[config.mk]
export PLATFORM = sky130hd
export DESIGN_NAME = tmr_upcount
export DESIGN_NICKNAME = d
export VERILOG_FILES = /design/src/rtl/tmr_pkg.sv /design/src/rtl/tmr_regs.sv /design/src/rtl/tmr_core.sv /design/src/rtl/tmr_upcount.sv
export SDC_FILE = /design/constraint.sdc
export NUM_CORES = 1
export LEC_CHECK = 0
export BUFFER_PORTS_ARGS = -buffer_cell sky130_fd_sc_hd__buf_2
export CAP_MARGIN = 5
export CORE_MARGIN = 2
export CORE_UTILIZATION = 50
export DETAILED_ROUTE_END_ITERATION = 10
export GPL_TIMING_DRIVEN = 0
export PLACE_DENSITY = 0.7
export SETUP_SLACK_MARGIN = 0.05
export SLEW_MARGIN = 20
export SYNTH_ARGS = -nofsm -noshare
export SYNTH_HDL_FRONTEND = slang
export SYNTH_HIERARCHICAL = 1
export SYNTH_SLANG_ARGS = --single-unit
[constraint.sdc]
create_clock -name clk -period 3.5 [get_ports clk]
set_input_delay 0.35 -clock clk [delete_from_list [all_inputs] [get_ports clk]]
set_output_delay 0.35 -clock clk [all_outputs]
set_load 0.02 [all_outputs]
[src/rtl/tmr_pkg.sv]
package tmr_pkg;
  localparam int TMR_W = 16;
  localparam int BUS_AW = 8;

  localparam logic [7:0] A_MODE_LO = 8'h84;
  localparam logic [7:0] A_MODE_HI = 8'h85;
  localparam logic [7:0] A_COUNT   = 8'hA4;
  localparam logic [7:0] A_CMODE_A = 8'hB4;
  localparam logic [7:0] A_CMODE_B = 8'hB5;
  localparam logic [7:0] A_CMP_A   = 8'hC4;
  localparam logic [7:0] A_CMP_B   = 8'hD4;

  localparam logic [7:0] LO_RSVD = 8'h2C;
  localparam logic [7:0] HI_RSVD = 8'h07;
  localparam int HI_EN = 7;
  localparam int HI_LD = 6;

  function automatic logic lo_legal(logic [7:0] b);
    return (b & LO_RSVD) == 8'h00;
  endfunction

  function automatic logic hi_legal(logic [7:0] b);
    return ((b & HI_RSVD) == 8'h00) && !(b[HI_EN] && b[HI_LD]);
  endfunction
endpackage

[src/rtl/tmr_regs.sv]
module tmr_regs #(
  parameter int W  = tmr_pkg::TMR_W,
  parameter int AW = tmr_pkg::BUS_AW
) (
  input  logic          clk,
  input  logic          rst_n,
  input  logic          acc_vld,
  input  logic          acc_wr,
  input  logic [AW-1:0] acc_addr,
  input  logic          acc_wide,
  input  logic [W-1:0]  acc_wdata,
  input  logic [W-1:0]  cnt_view,
  output logic [W-1:0]  cmp_a,
  output logic [W-1:0]  cmp_b,
  output logic          hi_load,
  output logic          hi_en,
  output logic [W-1:0]  acc_rdata,
  output logic          acc_err
);
  import tmr_pkg::*;

  localparam int NCMP = 2;
  localparam int NCM  = 2;
  localparam logic [NCMP-1:0][7:0] CMP_ADR = {A_CMP_B, A_CMP_A};
  localparam logic [NCM-1:0][7:0]  CM_ADR  = {A_CMODE_B, A_CMODE_A};

  logic [NCMP-1:0]        sel_cmp;
  logic [NCM-1:0]         sel_cm;
  logic                   sel_lo, sel_hi, sel_cnt;
  logic [NCMP-1:0][W-1:0] cmp_q;
  logic [NCM-1:0][7:0]    cm_q;
  logic [7:0]             mode_lo_q, mode_hi_q;
  logic                   err_q;
  logic                   wr_ok, rd_ok, acc_ok, wr_go;
  logic [7:0]             wd_lo, wd_hi, hi_val;
  logic [W-1:0]           full;

  assign wd_lo   = acc_wdata[7:0];
  assign wd_hi   = acc_wdata[15:8];
  assign sel_lo  = acc_addr == AW'(A_MODE_LO);
  assign sel_hi  = acc_addr == AW'(A_MODE_HI);
  assign sel_cnt = acc_addr == AW'(A_COUNT);

  for (genvar g = 0; g < NCMP; g++) begin : g_cmp_sel
    assign sel_cmp[g] = acc_addr == AW'(CMP_ADR[g]);
  end
  for (genvar g = 0; g < NCM; g++) begin : g_cm_sel
    assign sel_cm[g] = acc_addr == AW'(CM_ADR[g]);
  end

  // legality of the current access, by register and width
  always_comb begin
    wr_ok = 1'b0;
    rd_ok = 1'b0;
    if (sel_lo) begin
      rd_ok = 1'b1;
      wr_ok = lo_legal(wd_lo) && (!acc_wide || hi_legal(wd_hi));
    end else if (sel_hi) begin
      rd_ok = !acc_wide;
      wr_ok = !acc_wide && hi_legal(wd_lo);
    end else if (sel_cnt) begin
      rd_ok = 1'b1;
    end else if (|sel_cm) begin
      rd_ok = !acc_wide;
      wr_ok = !acc_wide;
    end else if (|sel_cmp) begin
      rd_ok = 1'b1;
      wr_ok = 1'b1;
    end
  end

  assign acc_ok  = acc_wr ? wr_ok : rd_ok;
  assign wr_go   = acc_vld && acc_wr && wr_ok;
  assign hi_load = wr_go && (sel_hi || (sel_lo && acc_wide));
  assign hi_val  = sel_hi ? wd_lo : wd_hi;
  assign hi_en   = hi_val[HI_EN];

  always_ff @(posedge clk or negedge rst_n) begin
    if (!rst_n) begin
      mode_lo_q <= '0;
      mode_hi_q <= '0;
      err_q     <= 1'b0;
    end else begin
      err_q <= acc_vld && !acc_ok;
      if (wr_go && sel_lo) mode_lo_q <= wd_lo;
      if (hi_load)         mode_hi_q <= hi_val;
    end
  end

  for (genvar g = 0; g < NCMP; g++) begin : g_cmp
    always_ff @(posedge clk or negedge rst_n) begin
      if (!rst_n)                   cmp_q[g] <= '0;
      else if (wr_go && sel_cmp[g]) cmp_q[g] <= acc_wide ? acc_wdata : W'(wd_lo);
    end
  end

  for (genvar g = 0; g < NCM; g++) begin : g_cm
    always_ff @(posedge clk or negedge rst_n) begin
      if (!rst_n)                  cm_q[g] <= '0;
      else if (wr_go && sel_cm[g]) cm_q[g] <= wd_lo;
    end
  end

  assign cmp_a   = cmp_q[0];
  assign cmp_b   = cmp_q[1];
  assign acc_err = err_q;

  always_comb begin
    full = '0;
    if (sel_lo)  full = W'({mode_hi_q, mode_lo_q});
    if (sel_hi)  full = W'(mode_hi_q);
    if (sel_cnt) full = cnt_view;
    for (int g = 0; g < NCM; g++)  if (sel_cm[g])  full = W'(cm_q[g]);
    for (int g = 0; g < NCMP; g++) if (sel_cmp[g]) full = cmp_q[g];
  end

  assign acc_rdata = !rd_ok ? '0 : (acc_wide ? full : W'(full[7:0]));

  assert_reject_R12: assert property (@(posedge clk) disable iff (!rst_n)
    (acc_vld && !acc_ok) |=> (acc_err && $stable(cmp_q) && $stable(mode_hi_q)));
  assert_no_spurious_err_R12: assert property (@(posedge clk) disable iff (!rst_n)
    (!acc_vld || acc_ok) |=> !acc_err);
  assert_lo_rsvd_clear_R3: assert property (@(posedge clk) disable iff (!rst_n)
    (mode_lo_q & LO_RSVD) == 8'h00);
  assert_hi_legal_R4: assert property (@(posedge clk) disable iff (!rst_n)
    ((mode_hi_q & HI_RSVD) == 8'h00) && !(mode_hi_q[HI_EN] && mode_hi_q[HI_LD]));
endmodule

[src/rtl/tmr_core.sv]
module tmr_core #(
  parameter int W = tmr_pkg::TMR_W
) (
  input  logic         clk,
  input  logic         rst_n,
  input  logic         hi_load,
  input  logic         hi_en,
  input  logic [W-1:0] cmp_a,
  input  logic [W-1:0] cmp_b,
  output logic [W-1:0] cnt_view,
  output logic         period_pulse,
  output logic         match_b_pulse
);
  function automatic logic at_end(logic [W-1:0] c, logic [W-1:0] p);
    return c == (p - W'(1));
  endfunction

  function automatic logic [W-1:0] next_cnt(logic [W-1:0] c, logic [W-1:0] p);
    return at_end(c, p) ? '0 : c + W'(1);
  endfunction

  logic [W-1:0] cnt_q, per_q, cnt_nx;
  logic         run_q, ovf_q, mb_q, go, wrap_now;

  assign go       = hi_en && (cmp_a != '0);
  assign wrap_now = run_q && at_end(cnt_q, per_q);
  assign cnt_nx   = next_cnt(cnt_q, per_q);

  always_ff @(posedge clk or negedge rst_n) begin
    if (!rst_n) begin
      run_q <= 1'b0;
      per_q <= '0;
      cnt_q <= '0;
      ovf_q <= 1'b0;
      mb_q  <= 1'b0;
    end else if (hi_load) begin
      run_q <= go;
      per_q <= cmp_a;
      cnt_q <= '0;
      ovf_q <= 1'b0;
      mb_q  <= 1'b0;
    end else if (run_q) begin
      cnt_q <= cnt_nx;
      ovf_q <= wrap_now;
      mb_q  <= cnt_nx == cmp_b;
    end else begin
      ovf_q <= 1'b0;
      mb_q  <= 1'b0;
    end
  end

  assign cnt_view      = run_q ? cnt_q : '0;
  assign period_pulse  = ovf_q;
  assign match_b_pulse = mb_q;

  assert_start_R5: assert property (@(posedge clk) disable iff (!rst_n)
    (hi_load && hi_en && cmp_a != '0) |=> (run_q && cnt_q == '0 && per_q == $past(cmp_a)));
  assert_zero_period_R5: assert property (@(posedge clk) disable iff (!rst_n)
    (hi_load && cmp_a == '0) |=> !run_q);
  assert_below_period_R6: assert property (@(posedge clk) disable iff (!rst_n)
    run_q |-> (cnt_q < per_q));
  assert_wrap_zero_R6: assert property (@(posedge clk) disable iff (!rst_n)
    ovf_q |-> (run_q && cnt_q == '0));
  assert_period_held_R7: assert property (@(posedge clk) disable iff (!rst_n)
    (run_q && !hi_load) |=> $stable(per_q));
  assert_match_value_R8: assert property (@(posedge clk) disable iff (!rst_n)
    mb_q |-> (cnt_q == $past(cmp_b)));
  assert_quiet_stopped_R10: assert property (@(posedge clk) disable iff (!rst_n)
    !run_q |-> (!ovf_q && !mb_q && cnt_view == '0));
  assert_stop_R10: assert property (@(posedge clk) disable iff (!rst_n)
    (hi_load && !hi_en) |=> !run_q);
endmodule

[src/rtl/tmr_upcount.sv]
module tmr_upcount #(
  parameter int W  = tmr_pkg::TMR_W,
  parameter int AW = tmr_pkg::BUS_AW
) (
  input  logic          clk,
  input  logic          rst_n,
  input  logic          acc_vld,
  input  logic          acc_wr,
  input  logic [AW-1:0] acc_addr,
  input  logic          acc_wide,
  input  logic [W-1:0]  acc_wdata,
  output logic [W-1:0]  acc_rdata,
  output logic          acc_err,
  output logic          period_pulse,
  output logic          match_b_pulse
);
  logic [W-1:0] cmp_a, cmp_b, cnt_view;
  logic         hi_load, hi_en;

  tmr_regs #(.W(W), .AW(AW)) u_regs (
    .clk(clk), .rst_n(rst_n),
    .acc_vld(acc_vld), .acc_wr(acc_wr), .acc_addr(acc_addr),
    .acc_wide(acc_wide), .acc_wdata(acc_wdata), .cnt_view(cnt_view),
    .cmp_a(cmp_a), .cmp_b(cmp_b), .hi_load(hi_load), .hi_en(hi_en),
    .acc_rdata(acc_rdata), .acc_err(acc_err)
  );

  tmr_core #(.W(W)) u_core (
    .clk(clk), .rst_n(rst_n),
    .hi_load(hi_load), .hi_en(hi_en), .cmp_a(cmp_a), .cmp_b(cmp_b),
    .cnt_view(cnt_view), .period_pulse(period_pulse), .match_b_pulse(match_b_pulse)
  );
endmodule

==> summary by stage, run 1 <==
Run status
The flow ran to the end, and the final reports show no timing, DRC or antenna violations.

Floorplan
The initialized floorplan defines 40 standard-cell rows. The die covers 13,300 um2. The die height is 115 um. The starting density of the core is 0.515. The width of the die is 115 um. The number of top-level pins is 48. The core region is 12,100 um2.

Cells and area
The sequential cells in the finished layout cover a total of 2500 um2. After filler insertion, the fill cell instance count of the layout stands at 1,036. In the final layout, the share of cells above drive strength 1 is 0.233.

The number of nets in the finished design is 747. The number of diodes added for antenna fixing is 0. Compared with the post-synthesis result, the final layout area differs by 14.3%. In the final layout, the multi-input gates occupy 3530 um2.

STA
Setup repair after global routing left no endpoint under its margin. The final count of pins violating max slew is 0. The timing-limited maximum frequency is 0.296 GHz. The final setup violation count is 0. At the pin with the least slew margin, the transition time is 0.771 ns. The worst pin sits at a relative slew slack of 0.484. The ratio of final minimum period to clock period is 0.964. The worst hold slack across all endpoints is 0.225 ns. The final number of hold-violating endpoints is 0. For the finished layout, the period the worst path requires is 3.37 ns. The clock arrives with 0.00938 ns of skew.

Yosys
Each instance of the synthesized netlist takes up on average 9.52 um2. The number of nets handed over by synthesis was 683. The register bit total from synthesis is 100. The number of enable flip-flop cells after synthesis is 0. The number of warnings reported in the yosys synthesis log is 6. Counting flops with an async set or reset pin after synthesis yields a share of 1.00.

Summed over all instances, the cell type with the most area after synthesis is dfrtp_1. The share of Yosys cell area claimed by the top area cell type is 0.403. The synthesized netlist contains 66 unique library cells. For this run, the register share of the synthesized area comes to 0.403. The cell count after synthesis came out at 652. Yosys attributes the largest share of cell area to dfrtp_1 (40%), mux2_2 (9.8%), o21ai_0 (3.7%), nand2_1 (3.6%), xor2_1 (3.0%). The synthesized cell area is 6210 um2.

The most used flip-flop cell after synthesis is dfrtp_1.

Hold path
The worst hold path belongs to the class in -> reg. The hold path depth is 2.

Drt
After detailed routing, the number of vias per cell comes to 6.07. After detailed routing, the number of remaining DRC violations is 0. The aggregate routed wire length is 17,900 um. The number of design-rule violations left by the first detailed-router iteration is 497. The routed length per instance is 20.2 um. The via total after detailed routing is 5,398. The number of iterations in the first detailed-routing pass is 5. The remaining antenna violation count after routing is 0.

Critical path
Broken down by cell family, the worst path's largest delay share belongs to simple AND/OR/NAND/NOR gates. The worst setup path is launched from a flip-flop. At the worst endpoint, the required time is 3.73 ns. At the worst endpoint, the arrival time is 3.60 ns. The delay of the slowest critical-path stage is 0.52 ns. The worst setup path is captured at a flip-flop. Measured in cells, the most critical reg-to-reg path has a length of 9.

Traced cell by cell, the critical path runs through nor4_4, or3b_1, or4_1, a2111oi_2, and4_2, clkbuf_4, mux2_2, a31oi_2, nor4_2. By startpoint and endpoint, the worst setup path is classified as reg -> reg. The master of the slowest instance on the critical path is or4_1. The sum of buffers and inverters on the critical path is 1. Of all nets on the critical path, the largest fanout is 7. The critical path depth is 9.

Clocking
Clock-pin slew was measured on the worst setup and hold paths at 0.07 ns. The clock tree from TritonCTS is built. CTS built an H-tree with a depth of 3. The total clock buffers created by CTS is 9.

The worst-skew pair later-pin latency is 0.35 ns. The clock root buffer is clkbuf_16. The clock tree buffer depth is 2. The tree built by TritonCTS fans out to 100 sinks.

Pwr
The static leakage is 3.21 nW. After layout, the design draws a total of 2.49 mW. IR analysis of the VDD net gives a maximum drop of 0.000218 V.

In this run the power density over the cells is 351 nW/um2.

Global route
The first global-routing pass estimated 28,400 um of wire. The pin count of the biggest net entering global routing is 74. The number of antenna violations at the first check in global routing is 0. The number of global-route vias before repair is 5,207. For this run, the total global-route usage over all layers was measured as 0.279. The total overflow reported by the global router is 0.

Placed design
After legalization and detailed placement, the total HPWL measured 13,500 um. In this run the tool buffered the top-level ports with 46 buffer cells. At the end of routability-driven placement, the weighted congestion stood at 0.946.

Flow run
The max capacitance violation total is 0.
==> cells in the mapped netlist (8+ instances only) <==
library cell  count
o22ai_1          10
a21oi_1          12
dfrtp_1         100
inv_1            17
nor3_1           16
mux2_2           54
mux2i_1          14
o21ai_0          46
xor2_1           21
nor4_1            8
and2_1           26
nor2_1           45
nand2_1          60
clkbuf_1         33
a311oi_1          9
a22oi_1          13
a211oi_1         16
mux2_4            8
xnor2_1          19
nand3_1          19
==> worst paths after layout <==
kind	slack (ns)	endpoint	startpoint
worst max-delay path	0.13	u_core/match_b_pulse	u_core/per_q[8]
worst min-delay path	0.23	u_regs/acc_err	acc_wr
worst max register to register	0.13	u_core/match_b_pulse	u_core/per_q[8]
worst min register to register	0.49	u_regs/mode_lo_q[2]	u_regs/mode_lo_q[2]
max in group asynchronous	2.44	u_core/per_q[8]	rst_n
min in group asynchronous	0.42	u_regs/mode_hi_q[2]	rst_n
==> cells in the final DEF, fill, tap and decap left out, drive strengths merged, types with 21 or more instances in the layout <==
master  instances
buf            59
o21ai          46
dfrtp         100
clkbuf         45
nand2          60
mux2           62
and2           26
xor2           21
nor2           45
==> per-layer routing <==
layer | up-vias | share of wire | GRT usage
met1 | 2662 | 0.43 | 0.386
met5 | - | 0 | 0
li1 | 2493 | - | -
met3 | 39 | 0.057 | 0.0309
met2 | 204 | 0.48 | 0.448
met4 | 0 | 0.034 | 0.117
==> state kept, by name (all words and copies together) (netlist names) <==
register,count
u_regs/mode_hi_q,8
u_regs/cmp_b,16
u_core/match_b_pulse,1
u_regs/cmp_a,16
u_core/run_q,1
u_core/per_q,16
u_core/cnt_q,16
u_regs/mode_lo_q,8
u_regs/cm_q,16
u_regs/acc_err,1
u_core/period_pulse,1
==> cell families after synthesis <==
logic type / share of synthesized area
simple gates: 0.209
flops: 0.403
buf+inv: 0.0405
mux: 0.140
xor+xnor: 0.0564
compound gates: 0.147
fa+ha+maj: 0.00403
==> through the flow <==
stage               std cells  utilization  worst slack [ns]  setup TNS [ns]  area [um2]
floorplan                 652            -             0.340               0        6210
global placement          866        0.551            -0.443           -7.06        6650
detailed placement        867        0.554            -0.508           -8.89        6680
CTS                       885        0.584            0.0660               0        7050
global route              889        0.588            0.0708               0        7100
finish                    889        0.588             0.127               0        7100
==> what timing repair did <==
action                                 4_1_cts  5_1_grt
setup endpoints to repair                   23       14
endpoints found under the hold margin       27        0
hold buffers                                 1        0
setup buffers                                1        4
pin swaps                                    2        4
resized for setup                            9        4
==> power breakdown <==
part	switching, mW	internal, mW	leakage (nW)
Sequential	0.0190	1.17	1.30
Clock	0.447	0.512	0.138
Combinational	0.211	0.131	1.78
==> final cells by class <==
| cell class | count | area share |
|---|---|---|
| clock buffers | 11 | 0.0342 |
| flip-flops and latches | 100 | 0.353 |
| well taps | 168 | 0.0296 |
| inverters | 18 | 0.00952 |
| clock inverters | 5 | 0.00635 |
| multi-input cells | 493 | 0.497 |
| repair buffers | 53 | 0.0439 |
| plain buffers | 41 | 0.0265 |
Power figures use the tool's default switching activity.
==> run 2: changes to the inputs <==
--- a/config.mk
+++ b/config.mk
@@ -12,9 +12,11 @@
 export DETAILED_ROUTE_END_ITERATION = 10
 export GPL_TIMING_DRIVEN = 0
 export PLACE_DENSITY = 0.7
+export RECOVER_POWER = 100
 export SETUP_SLACK_MARGIN = 0.05
 export SLEW_MARGIN = 20
 export SYNTH_ARGS = -nofsm -noshare
 export SYNTH_HDL_FRONTEND = slang
 export SYNTH_HIERARCHICAL = 1
 export SYNTH_SLANG_ARGS = --single-unit
+export TNS_END_PERCENT = 100
==> run 2 against run 1 <==
Clock-buffer cell count unchanged. Global-route usage unchanged. Via count decreased by 0.28%. Clock power about the same. Power decreased by 0.33%. Utilization decreased by 0.99 points. Flip-flop and latch count unchanged. Largest power group unchanged. Combinational power decreased by 2%. Highest routed layer unchanged. Cell count unchanged. Fmax decreased by 0.31%. Die area unchanged.
==> summary by stage, run 2 (synthesis results as in run 1) <==
Drt
The remaining antenna violation count after routing is 0 (unchanged). The detailed-routed wire length on met3 is 905 um (-12%). The total met2 wirelength after detailed routing is 8550 um (-0.36%). The highest metal layer carrying signal wires in the routed design is met4.

The number of iterations in the first detailed-routing pass is 5 (unchanged). The via total after detailed routing is 5,383 (-0.28%). The routed metal-1 wirelength is 7790 um (+1.2%). The DRC violation count after routing is 0 (unchanged). The aggregate routed wire length is 17,800 um (-0.58%). The routed via count divided by cell count is 6.06 (-0.28%). The routed length per instance is 20.0 um (-0.58%). The number of design-rule violations left by the first detailed-router iteration was 491 (-1.2%).

Flow run
The max capacitance violation total is 0 (unchanged).

Critical path
The endpoint kind of the worst setup timing path is a flip-flop. The type of the setup path with the least slack is reg -> reg. The startpoint class of the critical path is a flip-flop.

The maximum fanout encountered on the critical timing path is 7 (unchanged). The data arrival time of the critical path is 3.61 ns (about the same). The critical path required time was 3.73 ns (about the same).

Pwr
The power per unit of standard cell area is 356 nW/um2 (+1.4%). The largest voltage drop on the vdd net is 0.000219 V (+0.38%). The static leakage is 3.08 nW (-4.2%).

Placed design
The routability congestion estimate from global placement is 0.946 (unchanged). The area after detailed placement is 6680 um2 (unchanged). The count of port buffers added during placement is 46 (unchanged). The detailed placement HPWL is 13,500 um (unchanged). The instance count after placement with tap cells included is 867 (unchanged).

STA
The timing-limited maximum frequency was 0.296 GHz (-0.31%). The minimum period implied by the final worst setup slack is 3.38 ns (+0.0106 ns). The worst slew margin relative to its limit is 0.0329 (-0.451). Setup repair after global routing left no endpoint under its margin. The final number of hold-violating endpoints is 0 (unchanged). The worst-margin pin slew is 1.45 ns (+0.680 ns). The final count of pins violating max slew came to 0 (unchanged).

The ratio of final minimum period to clock period came to 0.967 (+0.00303). The largest clock skew in the final design was 0.00921 ns (-0.000162 ns). The final setup violation count is 0 (unchanged).

Floorplan
The die height was 115 um (unchanged). The number of top-level pins is 48 (unchanged). The area of the die came to 13,300 um2 (unchanged). The width of the die came to 115 um (unchanged). The core area is 12,100 um2 (unchanged).

The standard-cell row count came to 40 (unchanged). The starting density of the core came to 0.515 (unchanged).

Clocking
TritonCTS built the clock tree. The number of clock sinks came to 100 (unchanged). The worst-skew pair later-pin latency was 0.35 ns (about the same). The clock tree buffer depth is 2 (unchanged).

The maximum level of the CTS H-tree came to 3 (unchanged). The total clock buffers created by CTS came to 9 (unchanged). The root buffer cell chosen for the clock tree is clkbuf_16. The post-CTS clock slew at the launch and capture registers of the worst setup and hold paths is 0.07 ns (about the same).

Cells and area
The footprint of the flip-flops and latches was 2500 um2 (about the same). The most frequent standard cell in the layout excluding fill and tap cells is dfrtp_1. The area growth from synthesis to layout is 12.4%. The number of diodes added for antenna fixing is 0 (unchanged). The number of filler instances in the final layout is 1,067 (+3.0%).

The area taken by multi-input logic gates is 3470 um2 (-1.5%). The layout cell share with drive strength beyond 1 is 0.184 (-0.0485). The top cell types in the final layout, fill and taps aside, are dfrtp_1 (100), nand2_1 (60), clkbuf_1 (56). The number of standard cells in the layout, taps in and fillers out is 889 (unchanged). The number of nets in the finished design is 747 (unchanged).

The final instance area is 6980 um2 (-1.7%).

Run status
The flow ran to the end, and the final reports show no timing, DRC or antenna violations.

Global route
The overall track demand over capacity in global routing is 0.279 (unchanged). The total overflow reported by the global router is 0 (unchanged). The pin count of the biggest net entering global routing came to 74 (unchanged). The global-route wire length before repair is 28,400 um (unchanged).

The number of global-route vias before repair is 5,207 (unchanged). The number of antenna violations at the first check in global routing is 0 (unchanged).

Hold path
In this run the worst hold path is classified as in -> reg.
## run 2: changes by cell type in the layout (fill, tap and decap cells not counted), sizes merged
| cell | before | now |
|---|---|---|
| clkbuf | 45 | 69 |
| buf | 59 | 35 |
## run 2: layout make-up
cell class                      count  share of cell area
Tap cell                          168              0.0301
Clock buffer                       11              0.0348
Clock inverter                      5             0.00646
Multi-Input combinational cell    493               0.498
Timing Repair Buffer               53              0.0366
Inverter                           18             0.00968
Buffer                             41              0.0258
Sequential cell                   100               0.359
## run 2: layer usage
metal  vias to the layer above  GRT usage
met4                         0      0.117
met1                      2654      0.386
li1                       2493          -
met5                         -          0
met2                       203      0.448
met3                        33     0.0309
## run 2: power by group
group / leakage (nW) / switching, mW / internal, mW
clock: 0.138 / 0.447 / 0.512
sequential: 1.30 / 0.0189 / 1.17
combinational: 1.64 / 0.208 / 0.126
## run 2: through the flow
stage / hold WS, ns / power (mW) / utilization / worst slack, ns / setup TNS, ns
detailed placement: 0.234 / 1.54 / 0.554 / -0.508 / -8.89
finish: 0.225 / 2.48 / 0.578 / 0.116 / 0
global placement: 0.469 / 1.52 / 0.551 / -0.443 / -7.06
floorplan: 0.0544 / 1.42 / - / 0.340 / 0
global route: 0.230 / 2.57 / 0.578 / 0.0390 / 0
CTS: 0.219 / 2.50 / 0.584 / 0.0660 / 0
## run 2: final timing paths
path	start	cells past startpoint	slack (ns)	endpoint
worst max-delay path	u_core/per_q[8]	9	0.12	u_core/match_b_pulse
worst max register to register	u_core/per_q[8]	9	0.12	u_core/match_b_pulse
worst min register to register	u_regs/cm_q[3]	1	0.50	u_regs/cm_q[3]
min in group asynchronous	rst_n	2	0.87	u_regs/mode_hi_q[2]
max in group asynchronous	rst_n	3	0.84	u_core/per_q[6]
worst min-delay path	acc_wr	2	0.22	u_regs/acc_err
## run 2: repair_timing
action	CTS	global route
buffers inserted	1	4
setup endpoints to repair	23	14
endpoints found under the hold margin	27	0
resized for setup	9	4
hold buffers	1	0
pin swaps	2	4
## run 2: critical path, cell delays in order (launching register included)
cell and delay [ns]:
dfrtp_1 0.47, nor4_4 0.30, or3b_1 0.46, or4_1 0.52
a2111oi_2 0.40, and4_2 0.26, clkbuf_4 0.19, mux2_2 0.36
a31oi_2 0.23, nor4_2 0.08
==> run 3: changes to the inputs <==
--- a/config.mk
+++ b/config.mk
@@ -7,12 +7,10 @@
 export LEC_CHECK = 0
 export BUFFER_PORTS_ARGS = -buffer_cell sky130_fd_sc_hd__buf_2
 export CAP_MARGIN = 5
-export CORE_MARGIN = 2
 export CORE_UTILIZATION = 50
 export DETAILED_ROUTE_END_ITERATION = 10
 export GPL_TIMING_DRIVEN = 0
 export PLACE_DENSITY = 0.7
-export RECOVER_POWER = 100
 export SETUP_SLACK_MARGIN = 0.05
 export SLEW_MARGIN = 20
 export SYNTH_ARGS = -nofsm -noshare
==> run 3 against run 2 <==
Routed wire length is 0.35% higher. Hold slack better by 0.0043 ns. Non-clock buffer count is 3 lower.
==> summary by stage, run 3 (synthesis results as in run 1) <==
Critical path
The type of the setup path with the least slack is reg -> reg. The critical path depth came to 9 (unchanged). The origin of the critical flop-to-flop path is u_core/per_q[8].

The sum of buffers and inverters on the critical path is 1 (unchanged). The critical path required time is 3.72 ns (about the same). The maximum fanout encountered on the critical timing path was 7 (unchanged). The critical path starts at u_core/per_q[8]. The delay of the slowest critical-path stage is 0.50 ns (-0.02 ns).

In this run the critical register-to-register path is captured at u_core/match_b_pulse. STA classifies the critical path endpoint as a flip-flop. The setup slack of the worst register-to-register path came to 0.09 ns (-0.02 ns). The critical path ends at u_core/match_b_pulse. The data arrival time of the critical path is 3.63 ns (+0.02 ns). Walking the worst path, the cells encountered are nor4_4, or3b_4, or4_1, a2111oi_2, and4_2, clkbuf_4, mux2_2, a31oi_2, nor4_2. The master of the slowest instance on the critical path is or4_1.

The kind of cell with the highest combined delay along the critical path is simple AND/OR/NAND/NOR gates. The number of cells on the worst reg-to-reg path is 9 (unchanged). The startpoint class of the critical path is a flip-flop.

STA
The timing-limited maximum frequency is 0.294 GHz (-0.67%). The ratio of final minimum period to clock period is 0.973 (+0.00649). Setup repair after global routing could not meet its margin everywhere. The largest clock skew in the final design came to 0.00759 ns (-0.00163 ns). The worst slew margin relative to its limit is 0.510 (+0.477). The final setup violation count is 0 (unchanged). The worst hold slack across all endpoints is 0.229 ns (+0.00432 ns).

The final count of pins violating max slew was 0 (unchanged). The final number of hold-violating endpoints came to 0 (unchanged). The minimum period implied by the final worst setup slack was 3.41 ns (+0.0227 ns).

The worst-margin pin slew is 0.734 ns (-0.717 ns). The final sum of negative setup slack is 0 ns (unchanged).

Pwr
The largest voltage drop on the vdd net is 0.000233 V (+6.2%). The power per unit of standard cell area is 352 nW/um2 (-1.1%). The static leakage is 3.20 nW (+3.9%).

Placed design
The detailed placement HPWL is 13,700 um (+1.5%). The area after detailed placement is 6700 um2 (+0.26%). The instance count after placement with tap cells included came to 867 (unchanged).

The count of port buffers added during placement came to 46 (unchanged). The routability congestion estimate from global placement is 0.905 (-4.3%).

Drt
The number of design-rule violations left by the first detailed-router iteration is 367 (-25%). The aggregate routed wire length is 17,900 um (+0.35%). The number of iterations in the first detailed-routing pass came to 5 (unchanged). The routed length per instance is 20.2 um (+0.69%).

The via total after detailed routing came to 5,295 (-1.6%). The DRC violation count after routing is 0 (unchanged). The remaining antenna violation count after routing was 0 (unchanged). The routed via count divided by cell count came to 5.98 (-1.3%).

Global route
The overall track demand over capacity in global routing is 0.294 (+0.0148). The total overflow reported by the global router is 0 (unchanged). The pin count of the biggest net entering global routing is 59 (-20%).

The number of antenna violations at the first check in global routing was 0 (unchanged). The global-route wire length before repair is 28,900 um (+1.7%). The number of global-route vias before repair is 5,368 (+3.1%).

Cells and area
In the layout the commonest cells are dfrtp_1 (98), nand2_1 (60), mux2_2 (54). The number of standard cells in the layout, taps in and fillers out is 886 (-0.34%). The number of filler instances in the final layout is 1,073 (+0.56%). The utilization of the core after routing is 0.586 (+0.00768).

The area taken by multi-input logic gates is 3520 um2 (+1.5%). The area growth from synthesis to layout is 13.8%. The most frequent standard cell in the layout excluding fill and tap cells is dfrtp_1.

The layout cell share with drive strength beyond 1 is 0.234 (+0.0495). The number of nets in the finished design is 744 (-0.40%). The final instance area was 7070 um2 (+1.3%).

The number of diodes added for antenna fixing is 0 (unchanged). The footprint of the flip-flops and latches is 2500 um2 (about the same).

Flow run
The max capacitance violation total came to 0 (unchanged).

Clocking
The clock tree from TritonCTS is built. The number of clock sinks is 100 (unchanged). The post-CTS clock slew at the launch and capture registers of the worst setup and hold paths was 0.07 ns (about the same). The total clock buffers created by CTS is 9 (unchanged). The cell sitting at the root of the clock tree is a clkbuf_16. The maximum level of the CTS H-tree was 3 (unchanged). The worst-skew pair later-pin latency was 0.34 ns (about the same). The clock tree buffer depth is 2 (unchanged).

Floorplan
The number of top-level pins is 48 (unchanged). The die height came to 113 um (-1.7%). The starting density of the core came to 0.515 (unchanged).

The core area is 12,100 um2 (unchanged). The standard-cell row count is 40 (unchanged). The width of the die is 113 um (-1.7%). The area of the die is 12,900 um2 (-3.4%).

Hold path
The worst hold path belongs to the class in -> reg. In this run the most critical hold path is launched from acc_wr.

Run status
The run finished with clean final reports.
[run 3: layout make-up]
cell class / count / area share
Buffer: 41 / 0.0267
Timing Repair Buffer: 50 / 0.0405
Inverter: 18 / 0.00956
Multi-Input combinational cell: 493 / 0.499
Tap cell: 168 / 0.0297
Clock inverter: 6 / 0.00673
Clock buffer: 10 / 0.0338
Sequential cell: 100 / 0.354
[run 3: how the worst min path moves through the flow]
stage / to / cells past startpoint
6_report: u_regs/acc_err / 2
5_1_grt: u_regs/acc_err / 2
4_1_cts: u_regs/acc_err / 2
3_5_place_dp: u_core/per_q[13] / 1
3_3_place_gp: u_regs/mode_lo_q[2] / 1
2_1_floorplan: u_core/cnt_q[0] / 0
[run 3: power by group]
| part | internal [mW] | switching [mW] |
|---|---|---|
| Sequential | 1.17 | 0.0191 |
| Combinational | 0.130 | 0.210 |
| Clock | 0.508 | 0.450 |
[run 3: through the flow]
| step | power [mW] | setup slack (ns) |
|---|---|---|
| after global routing | 2.58 | -0.00595 |
| after detailed placement | 1.54 | -0.339 |
| after CTS | 2.50 | 0.0703 |
| after global placement | 1.53 | -0.440 |
| after floorplan | 1.42 | 0.340 |
| final | 2.49 | 0.0936 |
[run 3: worst register-to-register path, delay by kind of cell (launching register included)]
kind,cells,cell delay (ns)
buffers and inverters,1,0.19
and+or+nand+nor,5,1.64
AOI/OAI and AO/OA,2,0.64
muxes,1,0.36
DFF,1,0.46
[run 3: layer usage]
metal | vias up | share of wire | GRT usage
met5 | - | 0 | 0
met4 | 0 | 0.030 | 0.114
met3 | 37 | 0.047 | 0.0377
met2 | 179 | 0.48 | 0.474
met1 | 2592 | 0.45 | 0.406
li1 | 2487 | - | -
[run 3: what timing repair did]
action | in CTS | in global routing
gates cloned | 0 | 1
hold buffers | 1 | 0
pin swaps | 0 | 4
endpoints found under the setup margin | 14 | 14
endpoints found under the hold margin | 42 | 0
resized for setup | 7 | 9
buffers inserted | 0 | 1
